<file path="config.mk">
export PLATFORM = sky130hd
export DESIGN_NAME = sdram_cmd_monitor
export DESIGN_NICKNAME = d
export VERILOG_FILES = /design/src/rtl/sdmon_pkg.sv /design/src/rtl/sdmon_decode.sv /design/src/rtl/sdmon_bank.sv /design/src/rtl/sdmon_errlog.sv /design/src/rtl/sdram_cmd_monitor.sv
export SDC_FILE = /design/constraint.sdc
export NUM_CORES = 1
export LEC_CHECK = 0
export BUFFER_PORTS_ARGS = -buffer_cell sky130_fd_sc_hd__buf_2
export CORE_UTILIZATION = 52
export DETAILED_ROUTE_END_ITERATION = 10
export PLACE_DENSITY_LB_ADDON = 0.15
export SLEW_MARGIN = 10
export SYNTH_ARGS = -nofsm -noshare
export SYNTH_HDL_FRONTEND = slang
export SYNTH_HIERARCHICAL = 1
export SYNTH_SLANG_ARGS = --single-unit
</file>
<file path="constraint.sdc">
create_clock -name clk -period 3.9 [get_ports clk]
set_clock_uncertainty 0.1 [all_clocks]
set_input_delay 0.195 -clock clk [delete_from_list [all_inputs] [get_ports clk]]
set_output_delay 0.195 -clock clk [all_outputs]
set_load 0.02 [all_outputs]
</file>
<file path="src/rtl/sdmon_pkg.sv">
package sdmon_pkg;

    typedef enum logic [3:0] {
        CMD_INH,
        CMD_NOP,
        CMD_ACT,
        CMD_RD,
        CMD_WR,
        CMD_BST,
        CMD_PRE,
        CMD_REF,
        CMD_LMR
    } cmd_e;

    typedef enum logic [2:0] {
        BK_IDLE = 3'd0,
        BK_ROW  = 3'd1,
        BK_RD   = 3'd2,
        BK_WR   = 3'd3,
        BK_RDA  = 3'd4,
        BK_WRA  = 3'd5,
        BK_PRE  = 3'd6,
        BK_REF  = 3'd7
    } bank_e;

    typedef enum logic [3:0] {
        ERR_NONE      = 4'd0,
        ERR_NO_ROW    = 4'd1,
        ERR_ROW_OPEN  = 4'd2,
        ERR_BUSY      = 4'd3,
        ERR_AP_CUT    = 4'd4,
        ERR_REF_BUSY  = 4'd5,
        ERR_MODE_BUSY = 4'd6
    } err_e;

endpackage

</file>
<file path="src/rtl/sdmon_decode.sv">
module sdmon_decode
    import sdmon_pkg::*;
(
    input  logic cs_n,
    input  logic ras_n,
    input  logic cas_n,
    input  logic we_n,
    output cmd_e cmd
);

    always_comb begin
        if (cs_n) begin
            cmd = CMD_INH;
        end else begin
            unique case ({ras_n, cas_n, we_n})
                3'b111:  cmd = CMD_NOP;
                3'b011:  cmd = CMD_ACT;
                3'b101:  cmd = CMD_RD;
                3'b100:  cmd = CMD_WR;
                3'b110:  cmd = CMD_BST;
                3'b010:  cmd = CMD_PRE;
                3'b001:  cmd = CMD_REF;
                default: cmd = CMD_LMR;
            endcase
        end
    end

endmodule

</file>
<file path="src/rtl/sdmon_bank.sv">
module sdmon_bank
    import sdmon_pkg::*;
#(
    parameter int BURST_LEN = 4,
    parameter int T_RP      = 2,
    parameter int T_RC      = 4,
    parameter int CNT_W     = 3
) (
    input  logic             clk,
    input  logic             rst_n,
    input  logic             adv,
    input  cmd_e             cmd,
    input  logic             hit,
    input  logic             a10,
    input  logic             all_idle,
    output bank_e            state,
    output logic             err,
    output err_e             code
);

    localparam logic [CNT_W-1:0] LD_BURST = CNT_W'(BURST_LEN - 1);
    localparam logic [CNT_W-1:0] LD_PRE   = CNT_W'(T_RP - 1);
    localparam logic [CNT_W-1:0] LD_REF   = CNT_W'(T_RC - 1);

    bank_e            state_q, nxt_state;
    logic [CNT_W-1:0] cnt_q, nxt_cnt;

    logic is_exec, own_rw, other_rw, pre_me, act_me;

    always_comb begin
        is_exec  = (cmd != CMD_INH) && (cmd != CMD_NOP);
        own_rw   = ((cmd == CMD_RD) || (cmd == CMD_WR)) && hit;
        other_rw = ((cmd == CMD_RD) || (cmd == CMD_WR)) && !hit;
        pre_me   = (cmd == CMD_PRE) && (hit || a10);
        act_me   = (cmd == CMD_ACT) && hit;
    end

    // state register
    always_ff @(posedge clk or negedge rst_n) begin
        if (!rst_n) begin
            state_q <= BK_IDLE;
            cnt_q   <= '0;
        end else begin
            state_q <= nxt_state;
            cnt_q   <= nxt_cnt;
        end
    end

    // next state and error outputs
    always_comb begin
        nxt_state = state_q;
        nxt_cnt   = cnt_q;
        err       = 1'b0;
        code      = ERR_NONE;
        if (adv) begin
            // timer progress, as for a NOP
            unique case (state_q)
                BK_RD, BK_WR: begin
                    if (cnt_q == '0) nxt_state = BK_ROW;
                    else             nxt_cnt   = cnt_q - 1'b1;
                end
                BK_RDA, BK_WRA: begin
                    if (cnt_q == '0) begin
                        nxt_state = BK_PRE;
                        nxt_cnt   = LD_PRE;
                    end else begin
                        nxt_cnt = cnt_q - 1'b1;
                    end
                end
                BK_PRE, BK_REF: begin
                    if (cnt_q == '0) nxt_state = BK_IDLE;
                    else             nxt_cnt   = cnt_q - 1'b1;
                end
                default: ;
            endcase
            // command effects
            unique case (state_q)
                BK_IDLE: begin
                    if (act_me) begin
                        nxt_state = BK_ROW;
                    end else if (own_rw) begin
                        err  = 1'b1;
                        code = ERR_NO_ROW;
                    end else if (cmd == CMD_REF && all_idle) begin
                        nxt_state = BK_REF;
                        nxt_cnt   = LD_REF;
                    end
                end
                BK_ROW, BK_RD, BK_WR: begin
                    if (act_me) begin
                        err  = 1'b1;
                        code = ERR_ROW_OPEN;
                    end else if (cmd == CMD_REF) begin
                        err  = 1'b1;
                        code = ERR_REF_BUSY;
                    end else if (cmd == CMD_LMR) begin
                        err  = 1'b1;
                        code = ERR_MODE_BUSY;
                    end else if (own_rw) begin
                        nxt_cnt = LD_BURST;
                        if (cmd == CMD_RD) nxt_state = a10 ? BK_RDA : BK_RD;
                        else               nxt_state = a10 ? BK_WRA : BK_WR;
                    end else if (pre_me) begin
                        nxt_state = BK_PRE;
                        nxt_cnt   = LD_PRE;
                    end else if (state_q != BK_ROW && (other_rw || cmd == CMD_BST)) begin
                        nxt_state = BK_ROW;
                    end
                end
                BK_RDA, BK_WRA: begin
                    if (act_me) begin
                        err  = 1'b1;
                        code = ERR_ROW_OPEN;
                    end else if (cmd == CMD_REF) begin
                        err  = 1'b1;
                        code = ERR_REF_BUSY;
                    end else if (cmd == CMD_LMR) begin
                        err  = 1'b1;
                        code = ERR_MODE_BUSY;
                    end else if (own_rw || pre_me || cmd == CMD_BST) begin
                        err  = 1'b1;
                        code = ERR_AP_CUT;
                    end else if (other_rw) begin
                        nxt_state = BK_PRE;
                        nxt_cnt   = LD_PRE;
                    end
                end
                BK_PRE: begin
                    if (act_me || own_rw || pre_me || cmd == CMD_REF || cmd == CMD_LMR) begin
                        err  = 1'b1;
                        code = ERR_BUSY;
                    end
                end
                BK_REF: begin
                    if (is_exec) begin
                        err  = 1'b1;
                        code = ERR_BUSY;
                    end
                end
                default: ;
            endcase
        end
    end

    assign state = state_q;


    freeze_hold_chk: assert property (@(posedge clk) disable iff (!rst_n)
        !adv |=> $stable(state_q) && $stable(cnt_q));


    idle_exit_chk: assert property (@(posedge clk) disable iff (!rst_n)
        (state_q == BK_IDLE) |=> (state_q inside {BK_IDLE, BK_ROW, BK_REF}));


    ref_hold_chk: assert property (@(posedge clk) disable iff (!rst_n)
        (state_q == BK_REF && cnt_q != '0) |=> (state_q == BK_REF));


    burst_exit_chk: assert property (@(posedge clk) disable iff (!rst_n)
        (state_q inside {BK_RD, BK_WR}) |=> (state_q inside {BK_RD, BK_WR, BK_RDA, BK_WRA, BK_ROW, BK_PRE}));

endmodule

</file>
<file path="src/rtl/sdmon_errlog.sv">
module sdmon_errlog
    import sdmon_pkg::*;
#(
    parameter int NUM_BANKS = 2
) (
    input  logic                   clk,
    input  logic                   rst_n,
    input  logic                   clr,
    input  logic [NUM_BANKS-1:0]   err_v,
    input  logic [4*NUM_BANKS-1:0] code_v,
    output logic                   flag,
    output logic [3:0]             code
);

    logic       any_err;
    logic [3:0] pick;
    logic       flag_q;
    logic [3:0] code_q;

    // lowest bank index wins
    always_comb begin
        any_err = 1'b0;
        pick    = ERR_NONE;
        for (int i = NUM_BANKS - 1; i >= 0; i--) begin
            if (err_v[i]) begin
                any_err = 1'b1;
                pick    = code_v[4*i +: 4];
            end
        end
    end

    always_ff @(posedge clk or negedge rst_n) begin
        if (!rst_n) begin
            flag_q <= 1'b0;
            code_q <= ERR_NONE;
        end else if (clr) begin
            flag_q <= 1'b0;
            code_q <= ERR_NONE;
        end else if (!flag_q && any_err) begin
            flag_q <= 1'b1;
            code_q <= pick;
        end
    end

    assign flag = flag_q;
    assign code = code_q;


    sticky_hold_chk: assert property (@(posedge clk) disable iff (!rst_n)
        (flag_q && !clr) |=> (flag_q && $stable(code_q)));


    flag_code_chk: assert property (@(posedge clk) disable iff (!rst_n)
        flag_q == (code_q != ERR_NONE));


    clear_wins_chk: assert property (@(posedge clk) disable iff (!rst_n)
        clr |=> !flag_q);

endmodule

</file>
<file path="src/rtl/sdram_cmd_monitor.sv">
module sdram_cmd_monitor
    import sdmon_pkg::*;
#(
    parameter int NUM_BANKS = 2,
    parameter int BURST_LEN = 4,
    parameter int T_RP      = 2,
    parameter int T_RC      = 4,
    localparam int BA_W     = (NUM_BANKS > 1) ? $clog2(NUM_BANKS) : 1
) (
    input  logic                   clk,
    input  logic                   rst_n,
    input  logic                   clr_err,
    input  logic                   cke,
    input  logic                   cs_n,
    input  logic                   ras_n,
    input  logic                   cas_n,
    input  logic                   we_n,
    input  logic [BA_W-1:0]        ba,
    input  logic                   a10,
    output logic [3*NUM_BANKS-1:0] bank_state,
    output logic                   err_flag,
    output logic [3:0]             err_code
);

    localparam int MAX_AB = (BURST_LEN > T_RP) ? BURST_LEN : T_RP;
    localparam int MAX_T  = (MAX_AB > T_RC) ? MAX_AB : T_RC;
    localparam int CNT_W  = $clog2(MAX_T + 1);

    cmd_e                   cmd;
    bank_e                  st    [NUM_BANKS];
    logic [NUM_BANKS-1:0]   b_err;
    logic [4*NUM_BANKS-1:0] b_code;
    logic                   all_idle;

    sdmon_decode u_decode (
        .cs_n  (cs_n),
        .ras_n (ras_n),
        .cas_n (cas_n),
        .we_n  (we_n),
        .cmd   (cmd)
    );

    always_comb begin
        all_idle = 1'b1;
        for (int i = 0; i < NUM_BANKS; i++) begin
            if (st[i] != BK_IDLE) all_idle = 1'b0;
        end
    end

    for (genvar g = 0; g < NUM_BANKS; g++) begin : g_bank
        err_e code_g;
        sdmon_bank #(
            .BURST_LEN (BURST_LEN),
            .T_RP      (T_RP),
            .T_RC      (T_RC),
            .CNT_W     (CNT_W)
        ) u_bank (
            .clk      (clk),
            .rst_n    (rst_n),
            .adv      (cke),
            .cmd      (cmd),
            .hit      (ba == BA_W'(g)),
            .a10      (a10),
            .all_idle (all_idle),
            .state    (st[g]),
            .err      (b_err[g]),
            .code     (code_g)
        );
        assign b_code[4*g +: 4]     = code_g;
        assign bank_state[3*g +: 3] = st[g];
    end

    sdmon_errlog #(
        .NUM_BANKS (NUM_BANKS)
    ) u_errlog (
        .clk    (clk),
        .rst_n  (rst_n),
        .clr    (clr_err),
        .err_v  (b_err),
        .code_v (b_code),
        .flag   (err_flag),
        .code   (err_code)
    );


    ref_lockstep_chk: assert property (@(posedge clk) disable iff (!rst_n)
        (st[0] == BK_REF) == (st[NUM_BANKS-1] == BK_REF));


    frozen_log_chk: assert property (@(posedge clk) disable iff (!rst_n)
        (!cke && !clr_err) |=> $stable(err_flag) && $stable(err_code));

endmodule

</file>
==> metrics.md, run 1 <==
| Metric | Value |
|---|---|
| Status | `complete, no violations` |
| Wl on met1 | `between 2 and 2.5 mm` |
| CTS tree | `done` |
| Largest net degree at the start of global routing | `29` |
| Final Hold Vio Count | `0` |
| Routed length on met3 | `235 um` |
| CP endpoint kind | `register` |
| Finished Cell Area | `2290 um2` |
| Worst Path Arrival | `3120 ps` |
| Top FF cell, synth | `dfrtp_1` |
| Tmin final | `3080 ps` |
| Min-Delay Endpoint | `u_errlog/flag` |
| GPL Wtd Cong | `0.945` |
| Highest routed layer | `met4` |
| Die area | `about 4300 um2` |
| Register area | `425 um2` |
| Syn nets | `285` |
| Mapped Cells | `around 270` |
| Clk buf depth | `2` |
| Final setup viols | `0` |
| Fin nets | `299` |
| Clock transition at path regs | `70 ps` |
| First drt pass iteration count | `4` |
| Reg power frac | `30.7%` |
| Die W | `roughly 66 um` |
| Placement Setup Slack | `approximately 550 ps` |
| HPWL after DPL | `3.88 mm` |
| GRT overflow | `0` |
| Slowest stage delay, CP | `roughly 550 ps` |
| DR vias/cell | `roughly 6.5` |
| Critical Path, Cell by Cell | `buf_2 -> o21a_1 -> nor3_2 -> buf_4 -> nand4b_1 -> o211ai_1 -> o311ai_1 -> and2_1 -> a21oi_1 -> o21bai_4 -> a2111oi_1` |
| N_diodes | `0` |
| Worst Hold Class | `primary input to register` |
| Worst EP required | `~3900 ps` |
| EDFF count, synth | `0` |
| Synthesized flop and latch total | `17` |
| Worst slew pin tran | `728 ps` |
| Hold path cells | `2` |
| Seq/Total Area, Yosys | `20.1%` |
| Mapped cell area | `2110 um2` |
| Clk_lat worst skew | `260 ps` |
| Root Driver | `clkbuf_8` |
| Wirelength, routed | `5.29 mm` |
| Synth Warn # | `6` |
| Internal power | `~0.00067 W` |
| Fin Setup TNS | `0 ps` |
| Fillers | `between 300 and 400` |
| Die Y | `65.8 um` |
| Via Count | `approximately 2100` |
| Crit Reg-Reg Endpoint | `g_bank[0].u_bank/cnt_q[2]` |
| Fin crit share | `79.0%` |
| H-tree levels | `1` |
| Max Clock Freq | `324 MHz` |
| Placed Instance Area | `2230 um2` |
| Number of global-route vias before repair | `~1900` |
| Number of port buffers | `20` |
| Worst Setup Slack, final | `818 ps` |
| FP Rows | `22` |
| Part of the power in combinational logic | `roughly three fifths` |
| RSZ-0062 raised after global routing | `false` |
| Number of DRC markers in iteration 0 | `241` |
| Num CTS Buffers | `3` |
| Antenna violations before repair | `0` |
| Max Cap Viol | `0` |
| Num ports | `21` |
| Synth top area share | `20.1%` |
| Core box area | `~3800 um2` |
| Worst VDD drop | `about 0.32 mV` |
| PwrDens | `590 nW/um2` |
| GR Util All Layers | `around 27%` |
| Synth area leader | `dfrtp_1` |
| Sw Share | `50.4%` |
| Met2 WL post-DR | `around 2.5 mm` |
| Synth area leaders | `dfrtp_1 20%, nor2_1 4.8%, a21oi_1 3.8%, ha_1 3.6%, nand2b_1 3.6%` |
| First-pass GRT wire length | `9.04 mm` |
| Worst slew margin | `51.2%` |
| Clk pwr share | `10.1%` |
| CP max stage cell | `nor3_2` |
| Post-DRT Antenna Nets | `0` |
| Area of the multi-input gates | `1520 um2` |
| Crit path max fanout | `17` |
| Post-synthesis average cell area | `7.86 um2` |
| Routed length per instance | `~16 um` |
| Slew Limit Fails | `0` |
| Min-delay src | `clr_err` |
| Post-synthesis async set-or-reset flop share | `100%` |
| Pleak | `0.850 nW` |
| Worst setup SP type | `primary input` |
| Starting Density | `a little under three fifths` |
| Layout area overhead | `8.35%` |
| Sw power | `0.000680 W` |
| Cell count of the worst reg-to-reg path | `7` |
| Synth cell types | `56` |
| Critical path type | `primary input to register` |
| # DRC | `0` |
| Clock Sink Count | `17` |
| R2R Setup Slk | `between 1000 and 1500 ps` |
| R2r startpoint | `g_bank[1].u_bank/state[2]` |
| Ratio of cells with drive above 1 in the final layout | `16.3%` |
## worst max-delay path by stage
stage / slack [ps] / startpoint / cells after the start / to
4_1_cts: 840 / cas_n / 11 / u_errlog/code[0]
6_report: 820 / cas_n / 11 / u_errlog/code[2]
3_5_place_dp: 550 / cas_n / 11 / u_errlog/code[2]
3_3_place_gp: 690 / cas_n / 9 / u_errlog/code[0]
2_1_floorplan: 990 / cas_n / 10 / u_errlog/code[0]
5_1_grt: 470 / cas_n / 11 / u_errlog/code[2]
## metrics by stage
step                utilization, %  power, W  instances  hold slack, ps
finish                        60.7   0.00135        330            69.9
global route                  60.7   0.00147        330            81.9
CTS                           60.7   0.00135        330            70.8
detailed placement            59.2   0.00121        325            47.2
global placement              59.2   0.00120        325            47.3
floorplan                        -   0.00101        269            -201
## per-layer routing
metal | vias up | track usage, %
li1 | 1050 | -
met1 | 1016 | 36.0
met2 | 66 | 43.0
met3 | 6 | 3.65
met4 | 0 | 10.1
met5 | - | 0
## state kept, by name (all words and copies together), names as in the netlist
name / cells
u_errlog/flag: 1
g_bank.u_bank/state: 6
g_bank.u_bank/cnt_q: 6
u_errlog/code: 4
## area by class of cell
cell class,count,area share [%]
clock inverter,1,0.219
tap,48,2.62
multi-input combinational,213,66.6
sequential,17,18.6
clock buffer,3,1.80
timing repair buffer,27,6.78
inverter,21,3.44
## repair_timing
action | in CTS | in global routing
hold endpoints to repair | 17 | 0
gates resized for setup | 0 | 0
hold buffers | 1 | 0
setup buffers | 0 | 0
setup endpoints to repair | 0 | 0
## critical path: cells and delay by family
family | cells | cell delay [ps]
buf+inv | 2 | 460
simple gates | 3 | 970
compound gates | 6 | 1470
## layout by cell type, fill, tap and decap left out, types with 3 or more instances in the layout
cell type / instances
nor2_1: 27
buf_2: 20
inv_1: 19
dfrtp_1: 17
a21oi_1: 16
nand2b_1: 12
nand2_1: 10
o21ai_0: 10
nor3_1: 10
mux2i_1: 7
nand4b_1: 6
nor2b_1: 6
nand3_1: 6
a31oi_1: 6
nor4b_1: 6
ha_1: 6
buf_4: 6
or4_1: 5
nand3b_1: 4
o211ai_1: 4
a32oi_1: 4
nor4_1: 4
a22o_1: 4
nor3b_1: 4
clkbuf_8: 3
a2111oi_1: 3
## synthesized netlist by cell type, types with 3 or more instances
cell type / n
nand4b_1: 6
nor3_1: 11
nand2b_1: 12
nand3b_1: 4
nor4_1: 5
dfrtp_1: 17
nor3b_1: 4
a2111oi_1: 3
a21oi_1: 16
nor2_1: 27
inv_1: 19
nand3_1: 6
a31oi_1: 6
mux2i_1: 7
nand2_1: 10
clkbuf_1: 4
a32oi_1: 4
o211ai_1: 4
ha_1: 6
o21ai_0: 10
nor2b_1: 6
a22o_1: 4
or4_1: 5
nor4b_1: 6
buf_2: 11
## logic make-up after synthesis
family / synth area share [%]
muxes: 3.32
other: 0.355
AOI/OAI and AO/OA: 31.7
DFF: 20.1
and+or+nand+nor: 32.7
adders and majority gates: 3.55
buffers and inverters: 8.29
## power groups by stage
stage	sequential, W	clock [W]	combinational [W]
after floorplan	0.000398	0	0.000616
after global placement	0.000412	0	0.000788
after detailed placement	0.000415	0	0.000791
after CTS	0.000412	0.000141	0.000798
after global routing	0.000430	0.000151	0.000893
final	0.000414	0.000137	0.000799
Power figures use the tool's default switching activity.
==> inputs of run 2 (changes only) <==
- clock period: 3.9 -> 2.9 ns (I/O delays scaled with it)
==> run 2 against run 1 <==
  * Routed wire length is 7.6% higher
  * Non-clock buffer count is 18 higher
  * First-iteration DRC count increased by 15%
  * Clock power up 36%
  * Critical path type unchanged
  * Register-to-register slack lost 900 ps
  * Critical path depth rose by 1
  * Combinational power increased by 55%
  * Sequential power is 17% higher
  * Power is 41% higher
  * Cell count increased by 5.5%
  * Cell area up 6.4%
==> metrics.md, run 2 (synthesized netlist as in run 1, its figures left out) <==
| Metric | Value |
|---|---|
| Status | `complete, no violations` |
| Fin nets | `317 (+6.0%)` |
| HPWL after DPL | `4.28 mm (+10%)` |
| GRT overflow | `0 (unchanged)` |
| Reg power frac | `25.4% (-5.3 points)` |
| Worst setup SP type | `primary input` |
| Num ports | `21 (unchanged)` |
| Post-DRT Antenna Nets | `0 (unchanged)` |
| RSZ-0062 raised after global routing | `false` |
| Worst Hold Class | `primary input to register` |
| Wirelength, routed | `5.69 mm (+7.6%)` |
| PwrDens | `783 nW/um2 (+33%)` |
| Commonest non-fill, non-tap cell in the layout | `nor2_1` |
| Placed Instance Area | `2380 um2 (+6.6%)` |
| Final Hold Vio Count | `0 (unchanged)` |
| Part of the power in combinational logic | `64.9% (+5.7 points)` |
| # DRC | `0 (unchanged)` |
| GR Util All Layers | `29.2% (+2.4 points)` |
| Max Cap Viol | `0 (unchanged)` |
| Layout area overhead | `15.3%` |
| Via Count | `2258 (+5.6%)` |
| Fin Setup TNS | `0 ps (unchanged)` |
| Internal power | `0.000966 W (+44%)` |
| Number of global-route vias before repair | `2104 (+10%)` |
| Post-cts sizing count | `0 (unchanged)` |
| Crit path max fanout | `11 (-6)` |
| Largest net degree at the start of global routing | `29 (unchanged)` |
| Clk pwr share | `9.7% (-0.4 points)` |
| First drt pass iteration count | `5 (+1)` |
| CP endpoint kind | `register` |
| Sw power | `0.000942 W (+39%)` |
| Clk_lat worst skew | `250 ps (about the same)` |
| CTS tree | `done` |
| Ratio of cells with drive above 1 in the final layout | `21.3% (+5.0 points)` |
| R2R Setup Slk | `340 ps (-900 ps)` |
| Number of DRC markers in iteration 0 | `276 (+15%)` |
| Core box area | `3770 um2 (unchanged)` |
| Clock transition at path regs | `70 ps (about the same)` |
| Die Y | `65.8 um (unchanged)` |
| H-tree levels | `1 (unchanged)` |
| First-pass GRT wire length | `9.87 mm (+9.2%)` |
| Worst VDD drop | `0.430 mV (+33%)` |
| Hold path cells | `2 (unchanged)` |
| Worst EP required | `2910 ps (-1030 ps)` |
| Root Driver | `clkbuf_8` |
| Die area | `4320 um2 (unchanged)` |
| N_diodes | `0 (unchanged)` |
| Clk buf depth | `2 (unchanged)` |
| Sw Share | `49.4% (-0.98 points)` |
| GPL Wtd Cong | `0.918 (-2.9%)` |
| Final setup viols | `0 (unchanged)` |
| Routed length per instance | `16.3 um (+2.1%)` |
| Starting Density | `56.0% (unchanged)` |
| Tmin final | `around 2700 ps` |
| Die W | `65.8 um (unchanged)` |
| Num CTS Buffers | `3 (unchanged)` |
| Fin crit share | `92.0%` |
| Final Non-Filler Cells | `348 (+5.5%)` |
| Fillers | `326 (-6.1%)` |
| FP Rows | `22 (unchanged)` |
| Antenna violations before repair | `0 (unchanged)` |
| Clock Sink Count | `17 (unchanged)` |
| Finished Cell Area | `2440 um2 (+6.4%)` |
| Max Clock Freq | `375 MHz` |
| Most frequent cells in the layout | `27 x nor2_1, 23 x buf_4, 20 x buf_2` |
| Slew Limit Fails | `0 (unchanged)` |
| DR vias/cell | `6.49 (+0.15%)` |
| Number of port buffers | `20 (unchanged)` |
| Placed cell count | `343 (+5.5%)` |
| Pleak | `0.942 nW (+11%)` |
| Worst Path Arrival | `2680 ps (-440 ps)` |
| Critical path type | `primary input to register` |
| Cell count of the worst reg-to-reg path | `7 (unchanged)` |
run 2: cell count changes in the layout (fill, tap and decap cells not counted), sizes merged:
| cell | previous run | this run |
|---|---|---|
| buf | 26 | 44 |
run 2: worst paths after layout:
path,from,end
min in group asynchronous,rst_n,g_bank[1].u_bank/cnt_q[2]
hold / removal,clr_err,u_errlog/code[2]
hold reg to reg,u_errlog/code[2],u_errlog/code[2]
setup reg to reg,g_bank[1].u_bank/state[0],g_bank[0].u_bank/cnt_q[2]
max in group asynchronous,rst_n,g_bank[1].u_bank/state[1]
setup / recovery,cas_n,u_errlog/code[1]
run 2: per-layer routing:
layer  up-vias  track usage [%]  routed length, um  part of all wire (%)
li1       1085                -                  -                     -
met1      1070             39.1               2520                    44
met2        91             46.7               2710                    48
met3        12             4.69                352                   6.2
met4         0             10.3                102                   1.8
met5         -                0                  0                     0
run 2: area by class of cell:
| cell class | instances | area [um2] | share of cell area (%) |
|---|---|---|---|
| clock inverters | 1 | 5.00 | 0.205 |
| inverters | 21 | 78.8 | 3.23 |
| clock buffers | 3 | 41.3 | 1.69 |
| flip-flops and latches | 17 | 425 | 17.5 |
| repair buffers | 45 | 303 | 12.4 |
| multi-input cells | 213 | 1520 | 62.5 |
| well taps | 48 | 60.1 | 2.46 |
run 2: through the flow:
step,worst slack (ps),hold WS [ps],utilization [%],total power (W)
final,231,42.1,64.6,0.00191
after global routing,130,31.6,64.6,0.00207
after floorplan,41.2,-251,-,0.00136
after global placement,179,1.39,63.1,0.00168
after detailed placement,31.3,5.44,63.1,0.00171
after CTS,296,29.8,64.6,0.00190
run 2: repair_timing:
action | CTS | global route
setup buffers | 0 | 0
hold buffers | 1 | 0
setup endpoints to repair | 0 | 0
endpoints found under the hold margin | 17 | 0
run 2: critical path: stages:
cell,delay [ps]
buf_2,140
o21a_1,200
nor3_2,320
buf_4,250
nand4b_1,150
a31oi_2,230
o311ai_1,140
and2_1,210
a21oi_1,130
buf_4,190
o21bai_4,80
a2111oi_1,480
run 2: power by group through the flow:
stage	Clock, W	Combinational, W	Sequential (W)
after floorplan	0	0.000828	0.000535
after global placement	0	0.00121	0.000476
after detailed placement	0	0.00122	0.000485
after CTS	0.000190	0.00123	0.000480
after global routing	0.000203	0.00137	0.000503
final	0.000186	0.00124	0.000484
